===== config.mk =====
export PLATFORM = sky130hd
export DESIGN_NAME = iclk_gen
export DESIGN_NICKNAME = d
export VERILOG_FILES = /design/src/rtl/iclk_pkg.sv /design/src/rtl/iclk_frame_gen.sv /design/src/rtl/iclk_phase_det.sv /design/src/rtl/iclk_line_div.sv /design/src/rtl/iclk_gen.sv
export SDC_FILE = /design/constraint.sdc
export NUM_CORES = 1
export LEC_CHECK = 0
export ABC_AREA = 1
export CAP_MARGIN = 25
export CORE_MARGIN = 10
export CORE_UTILIZATION = 50
export CTS_BUF_LIST = sky130_fd_sc_hd__clkbuf_4
export DETAILED_ROUTE_END_ITERATION = 8
export DONT_BUFFER_PORTS = 1
export PLACE_DENSITY_LB_ADDON = 0.3
export SLEW_MARGIN = 10
export SYNTH_ARGS = -nofsm -noshare
export SYNTH_HDL_FRONTEND = slang
export SYNTH_HIERARCHICAL = 1
export SYNTH_SLANG_ARGS = --single-unit
export TNS_END_PERCENT = 30

===== constraint.sdc =====
create_clock -name clk -period 2 [get_ports clk]
set_input_delay 0.4 -clock clk [delete_from_list [all_inputs] [get_ports clk]]
set_output_delay 0.4 -clock clk [all_outputs]
set_load 0.02 [all_outputs]

===== src/rtl/iclk_pkg.sv =====
package iclk_pkg;

    // Correction request carried from the phase detector to the generator
    typedef enum logic [1:0] {
        CORR_NONE    = 2'd0,
        CORR_STRETCH = 2'd1,
        CORR_SHRINK  = 2'd2
    } corr_e;

endpackage


===== src/rtl/iclk_frame_gen.sv =====
module iclk_frame_gen
    import iclk_pkg::*;
#(
    parameter int HALF_TICKS      = 5,
    parameter int BITS_PER_FRAME  = 192,
    parameter int FRAMES_PER_SLOT = 2,
    localparam int CW = $clog2(HALF_TICKS + 2),
    localparam int BW = $clog2(BITS_PER_FRAME),
    localparam int FW = (FRAMES_PER_SLOT > 1) ? $clog2(FRAMES_PER_SLOT) : 1
) (
    input  logic          clk,
    input  logic          rst_n,
    input  logic          track_en,
    input  corr_e         corr,
    output logic          consume,
    output logic          lvl_d,
    output logic          half_d,
    output logic [BW-1:0] bit_q,
    output logic [BW-1:0] bit_d
);

    typedef struct packed {
        logic          lvl;
        logic          half;
        logic [CW-1:0] cnt;
        logic [CW-1:0] hi_len;
        logic [BW-1:0] bit_idx;
        logic [FW-1:0] frm;
    } gen_t;

    gen_t s_q, s_d;

    always_comb begin
        s_d     = s_q;
        consume = 1'b0;
        if (!s_q.lvl) begin
            if (s_q.cnt == CW'(HALF_TICKS - 1)) begin
                s_d.lvl    = 1'b1;
                s_d.cnt    = '0;
                s_d.half   = ~s_q.half;
                s_d.hi_len = CW'(HALF_TICKS);
                if (track_en && (s_q.bit_idx == '0) && (s_q.frm == '0)) begin
                    consume = 1'b1;
                    case (corr)
                        CORR_STRETCH: s_d.hi_len = CW'(HALF_TICKS + 1);
                        CORR_SHRINK:  s_d.hi_len = CW'(HALF_TICKS - 1);
                        default:      s_d.hi_len = CW'(HALF_TICKS);
                    endcase
                end
            end else begin
                s_d.cnt = s_q.cnt + CW'(1);
            end
        end else begin
            if (s_q.cnt == s_q.hi_len - CW'(1)) begin
                s_d.lvl = 1'b0;
                s_d.cnt = '0;
                if (s_q.bit_idx == BW'(BITS_PER_FRAME - 1)) begin
                    s_d.bit_idx = '0;
                    s_d.frm     = (s_q.frm == FW'(FRAMES_PER_SLOT - 1)) ? '0 : s_q.frm + FW'(1);
                end else begin
                    s_d.bit_idx = s_q.bit_idx + BW'(1);
                end
            end else begin
                s_d.cnt = s_q.cnt + CW'(1);
            end
        end
    end

    always_ff @(posedge clk) begin
        if (!rst_n) begin
            s_q        <= '0;
            s_q.hi_len <= CW'(HALF_TICKS);
        end else begin
            s_q <= s_d;
        end
    end

    assign lvl_d  = s_d.lvl;
    assign half_d = s_d.half;
    assign bit_q  = s_q.bit_idx;
    assign bit_d  = s_d.bit_idx;

endmodule


===== src/rtl/iclk_phase_det.sv =====
module iclk_phase_det
    import iclk_pkg::*;
#(
    parameter int BITS_PER_FRAME = 192,
    localparam int BW = $clog2(BITS_PER_FRAME)
) (
    input  logic          clk,
    input  logic          rst_n,
    input  logic          track_en,
    input  logic          strobe,
    input  logic          consume,
    input  logic [BW-1:0] bit_idx,
    output corr_e         pend_q
);

    corr_e pend_d;
    corr_e decision;

    always_comb begin
        if (bit_idx == '0)
            decision = CORR_NONE;
        else if (bit_idx < BW'(BITS_PER_FRAME / 2))
            decision = CORR_STRETCH;
        else
            decision = CORR_SHRINK;

        pend_d = pend_q;
        if (consume)
            pend_d = CORR_NONE;
        if (track_en && strobe)
            pend_d = decision;
    end

    always_ff @(posedge clk) begin
        if (!rst_n) pend_q <= CORR_NONE;
        else        pend_q <= pend_d;
    end

endmodule


===== src/rtl/iclk_line_div.sv =====
module iclk_line_div #(
    parameter int SYNC_STAGES = 2
) (
    input  logic clk,
    input  logic rst_n,
    input  logic line_clk,
    output logic div_d
);

    typedef struct packed {
        logic [SYNC_STAGES:0] sh;
        logic                 div;
    } div_t;

    div_t r_q, r_d;

    always_comb begin
        r_d     = r_q;
        r_d.sh  = {r_q.sh[SYNC_STAGES-1:0], line_clk};
        r_d.div = r_q.div ^ (r_q.sh[SYNC_STAGES-1] & ~r_q.sh[SYNC_STAGES]);
    end

    always_ff @(posedge clk) begin
        if (!rst_n) r_q <= '0;
        else        r_q <= r_d;
    end

    assign div_d = r_d.div;

endmodule


===== src/rtl/iclk_gen.sv =====
module iclk_gen
    import iclk_pkg::*;
#(
    parameter int HALF_TICKS      = 5,
    parameter int BITS_PER_FRAME  = 192,
    parameter int FRAMES_PER_SLOT = 2,
    parameter int SYNC_STAGES     = 2
) (
    input  logic clk,
    input  logic rst_n,
    input  logic mode_line,
    input  logic mode_local,
    input  logic ref_strobe,
    input  logic line_clk,
    output logic bit_clk_o,
    output logic aux_clk_o,
    output logic frame_sync_o
);

    localparam int BW      = $clog2(BITS_PER_FRAME);
    localparam int FS_BITS = BITS_PER_FRAME / 3;

    typedef struct packed {
        logic bclk;
        logic aux;
        logic fsync;
    } out_t;

    logic          term;
    logic          consume;
    logic          lvl_d;
    logic          half_d;
    logic          div_d;
    logic [BW-1:0] bit_q;
    logic [BW-1:0] bit_d;
    corr_e         pend;
    out_t          o_q, o_d;

    assign term = ~mode_line;

    iclk_frame_gen #(
        .HALF_TICKS     (HALF_TICKS),
        .BITS_PER_FRAME (BITS_PER_FRAME),
        .FRAMES_PER_SLOT(FRAMES_PER_SLOT)
    ) u_gen (
        .clk     (clk),
        .rst_n   (rst_n),
        .track_en(term),
        .corr    (pend),
        .consume (consume),
        .lvl_d   (lvl_d),
        .half_d  (half_d),
        .bit_q   (bit_q),
        .bit_d   (bit_d)
    );

    iclk_phase_det #(
        .BITS_PER_FRAME(BITS_PER_FRAME)
    ) u_det (
        .clk     (clk),
        .rst_n   (rst_n),
        .track_en(term),
        .strobe  (ref_strobe),
        .consume (consume),
        .bit_idx (bit_q),
        .pend_q  (pend)
    );

    iclk_line_div #(
        .SYNC_STAGES(SYNC_STAGES)
    ) u_div (
        .clk     (clk),
        .rst_n   (rst_n),
        .line_clk(line_clk),
        .div_d   (div_d)
    );

    always_comb begin
        o_d.bclk  = term & lvl_d;
        o_d.fsync = term & (bit_d < BW'(FS_BITS));
        if (term)
            o_d.aux = half_d;
        else if (mode_local)
            o_d.aux = lvl_d;
        else
            o_d.aux = div_d;
    end

    always_ff @(posedge clk) begin
        if (!rst_n) o_q <= '0;
        else        o_q <= o_d;
    end

    assign bit_clk_o    = o_q.bclk;
    assign aux_clk_o    = o_q.aux;
    assign frame_sync_o = o_q.fsync;

endmodule



==> flow_metrics.tcl <==
set metrics [dict create \
    outcome "finished clean" \
    min_period_ns 1.82 \
    core_area_um2 2780 \
    max-slew-margin-rel_pct 72.1 \
    drt-initial-drc-count 52 \
    critPathMaxStageDelay_ns 0.41 \
    layout.cells.most_common_list "nand2_1, inv_1, dfxtp_1" \
    ios 9 \
    final.setup.tns_ns 0 \
    fmax_mhz 549 \
    h-tree-depth 1 \
    fin_worst_hold_slack_ns 0.147 \
    vias_per_cell 4.73 \
    tightest_slew_ns 0.418 \
    syn_inst 215 \
    final_util_pct 52.1 \
    initial_core_util_pct 52.6 \
    place_ws_ns 0.226 \
    grt.overflow.total 0 \
    cp_max_fo 11 \
    endpoint_kind "flop" \
    skew_ns 0.00559 \
    p_per_area_nw_per_um2 585 \
    numPortBuffers 0 \
    avgSynthCellArea_um2 6.80 \
    track_usage_pct 9.76 \
    wirelength_um 2530 \
    post_cts_buffers 0 \
    cp_slowest_cell "dfxtp_1" \
    yosysWarnings 6 \
    drt_pass1_iterations 4 \
    hold_buffers 0 \
    hold_path_class "primary input to flop" \
    area_growth_pct -0.941 \
    grt_busiest_layer "met2" \
    cp_common_cell "nand2_1" \
    max-cap-violations 0 \
    ir_worst_vdd_mv 0.567 \
    setup-violations-final 0 \
    grt_pass1_vias 994 \
    cts-root-buf "clkbuf_4" \
    grt_first_pass_wirelength_um 4320 \
    num_rows 19 \
    cts.sinks 25 \
    dp_hpwl_um 2040 \
    layout_commonest_cell "nand2_1" \
    hold_viol 0 \
    startpoint_type "flop" \
    die-height_um 74.1 \
    report.final.slew_viol_count 0 \
    grt_max_degree 14 \
    cpLargestDelayFamily "simple AND/OR/NAND/NOR gates" \
    crit_required_ns 2.25 \
    cts_buffers 3 \
    ant_nets 0 \
    finalWorstSetupSlack_ns 0.178 \
    drive_above_1_share_pct 14.4 \
    vias 1130 \
    num_antenna_cells 0 \
    cts_resized 0 \
    clkTransAtPathRegs_ns 0.13 \
    clk_path_buf_depth 2 \
    wl_per_cell_um 10.6 \
    crit_type "flop to flop" \
    die_x_um 74.1 \
    crit_chain "inv_2, ha_1, inv_1, nand2_1, nand2_1, nand2_1, nor2_2, buf_4, nand2_4, o21ai_2, inv_1, nor3_2" \
    grtUsageMet1_pct 12.9 \
    met2_usage_pct 15.3 \
    crit_buf_inv 4 \
    grt_setup_unrepaired "no" \
    p_leak_nw 0.719 \
    place.gp.congestion 0.807 \
    grt_antenna_before_repair 0 \
    drc 0 \
    finalCritPeriodShare_pct 91.1 \
    cts_tree "done" \
    crit_arrival_ns 2.07 \
    clk-insertion-delay-late_ns 0.31 \
    die_area_um2 5490 \
    met3_usage_pct 3.06 \
    nNetsFinal 221 \
    mappedNetlistArea_um2 1460 \
    synth_nets 227 \
]
registers in the layout (all words and copies together), names as in the netlist:
register / count
u_gen/s_q: 8
bit_clk_o: 1
u_gen/bit_q: 8
u_div/r_q: 2
u_det/pend_q: 2
u_div/r_d: 2
frame_sync_o: 1
aux_clk_o: 1
where the power goes:
| group | internal (mW) | total (mW) | leakage, nW | switching (mW) |
|---|---|---|---|---|
| logic | 0.0295 | 0.0813 | 0.497 | 0.0518 |
| registers | 0.514 | 0.531 | 0.203 | 0.0175 |
| clock network | 0.0914 | 0.235 | 0.0184 | 0.144 |
| total | 0.635 | 0.848 | 0.719 | 0.213 |
final cells by class:
type / instances / area, µm²
inverter: 43 / 161
multi-input combinational: 135 / 711
sequential: 25 / 500
fill: 284 / 1330
timing repair buffer: 1 / 7.51
tap: 31 / 38.8
clock buffer: 4 / 30.0
worst paths after layout:
path	startpoint	end	slack (ns)	cells after the start
max	u_gen/s_q[9]$_SDFFE_PN1P_	frame_sync_o$_SDFF_PN0_	0.18	12
min reg2reg	u_div/r_d[2]$_SDFF_PN0_	u_div/r_d[3]$_SDFF_PN0_	0.43	2
min	rst_n	u_gen/s_q[9]$_SDFFE_PN1P_	0.15	1
max reg2reg	u_gen/s_q[9]$_SDFFE_PN1P_	frame_sync_o$_SDFF_PN0_	0.18	12
metal layers:
metal	up-vias	routed length, µm
li1	631	-
met1	488	1290
met2	9	1160
met3	2	69
met4	0	14
met5	-	0
per-stage QoR:
| stage | cell area (µm²) | power (mW) | std cells |
|---|---|---|---|
| floorplan | 1460 | 0.607 | 215 |
| global placement | 1420 | 0.625 | 235 |
| detailed placement | 1420 | 0.625 | 235 |
| CTS | 1450 | 0.868 | 239 |
| global route | 1450 | 0.899 | 239 |
| finish | 1450 | 0.848 | 239 |
worst register-to-register path, cell delays in order, from the launching register on:
cell and delay [ns]:
dfxtp_1 0.41, inv_2 0.07, ha_1 0.32, inv_1 0.08, nand2_1 0.05, nand2_1 0.07, nand2_1 0.06, nor2_2 0.07
buf_4 0.20, nand2_4 0.07, o21ai_2 0.15, inv_1 0.07, nor3_2 0.16
Note: power is estimated with default switching activity, not from simulation.
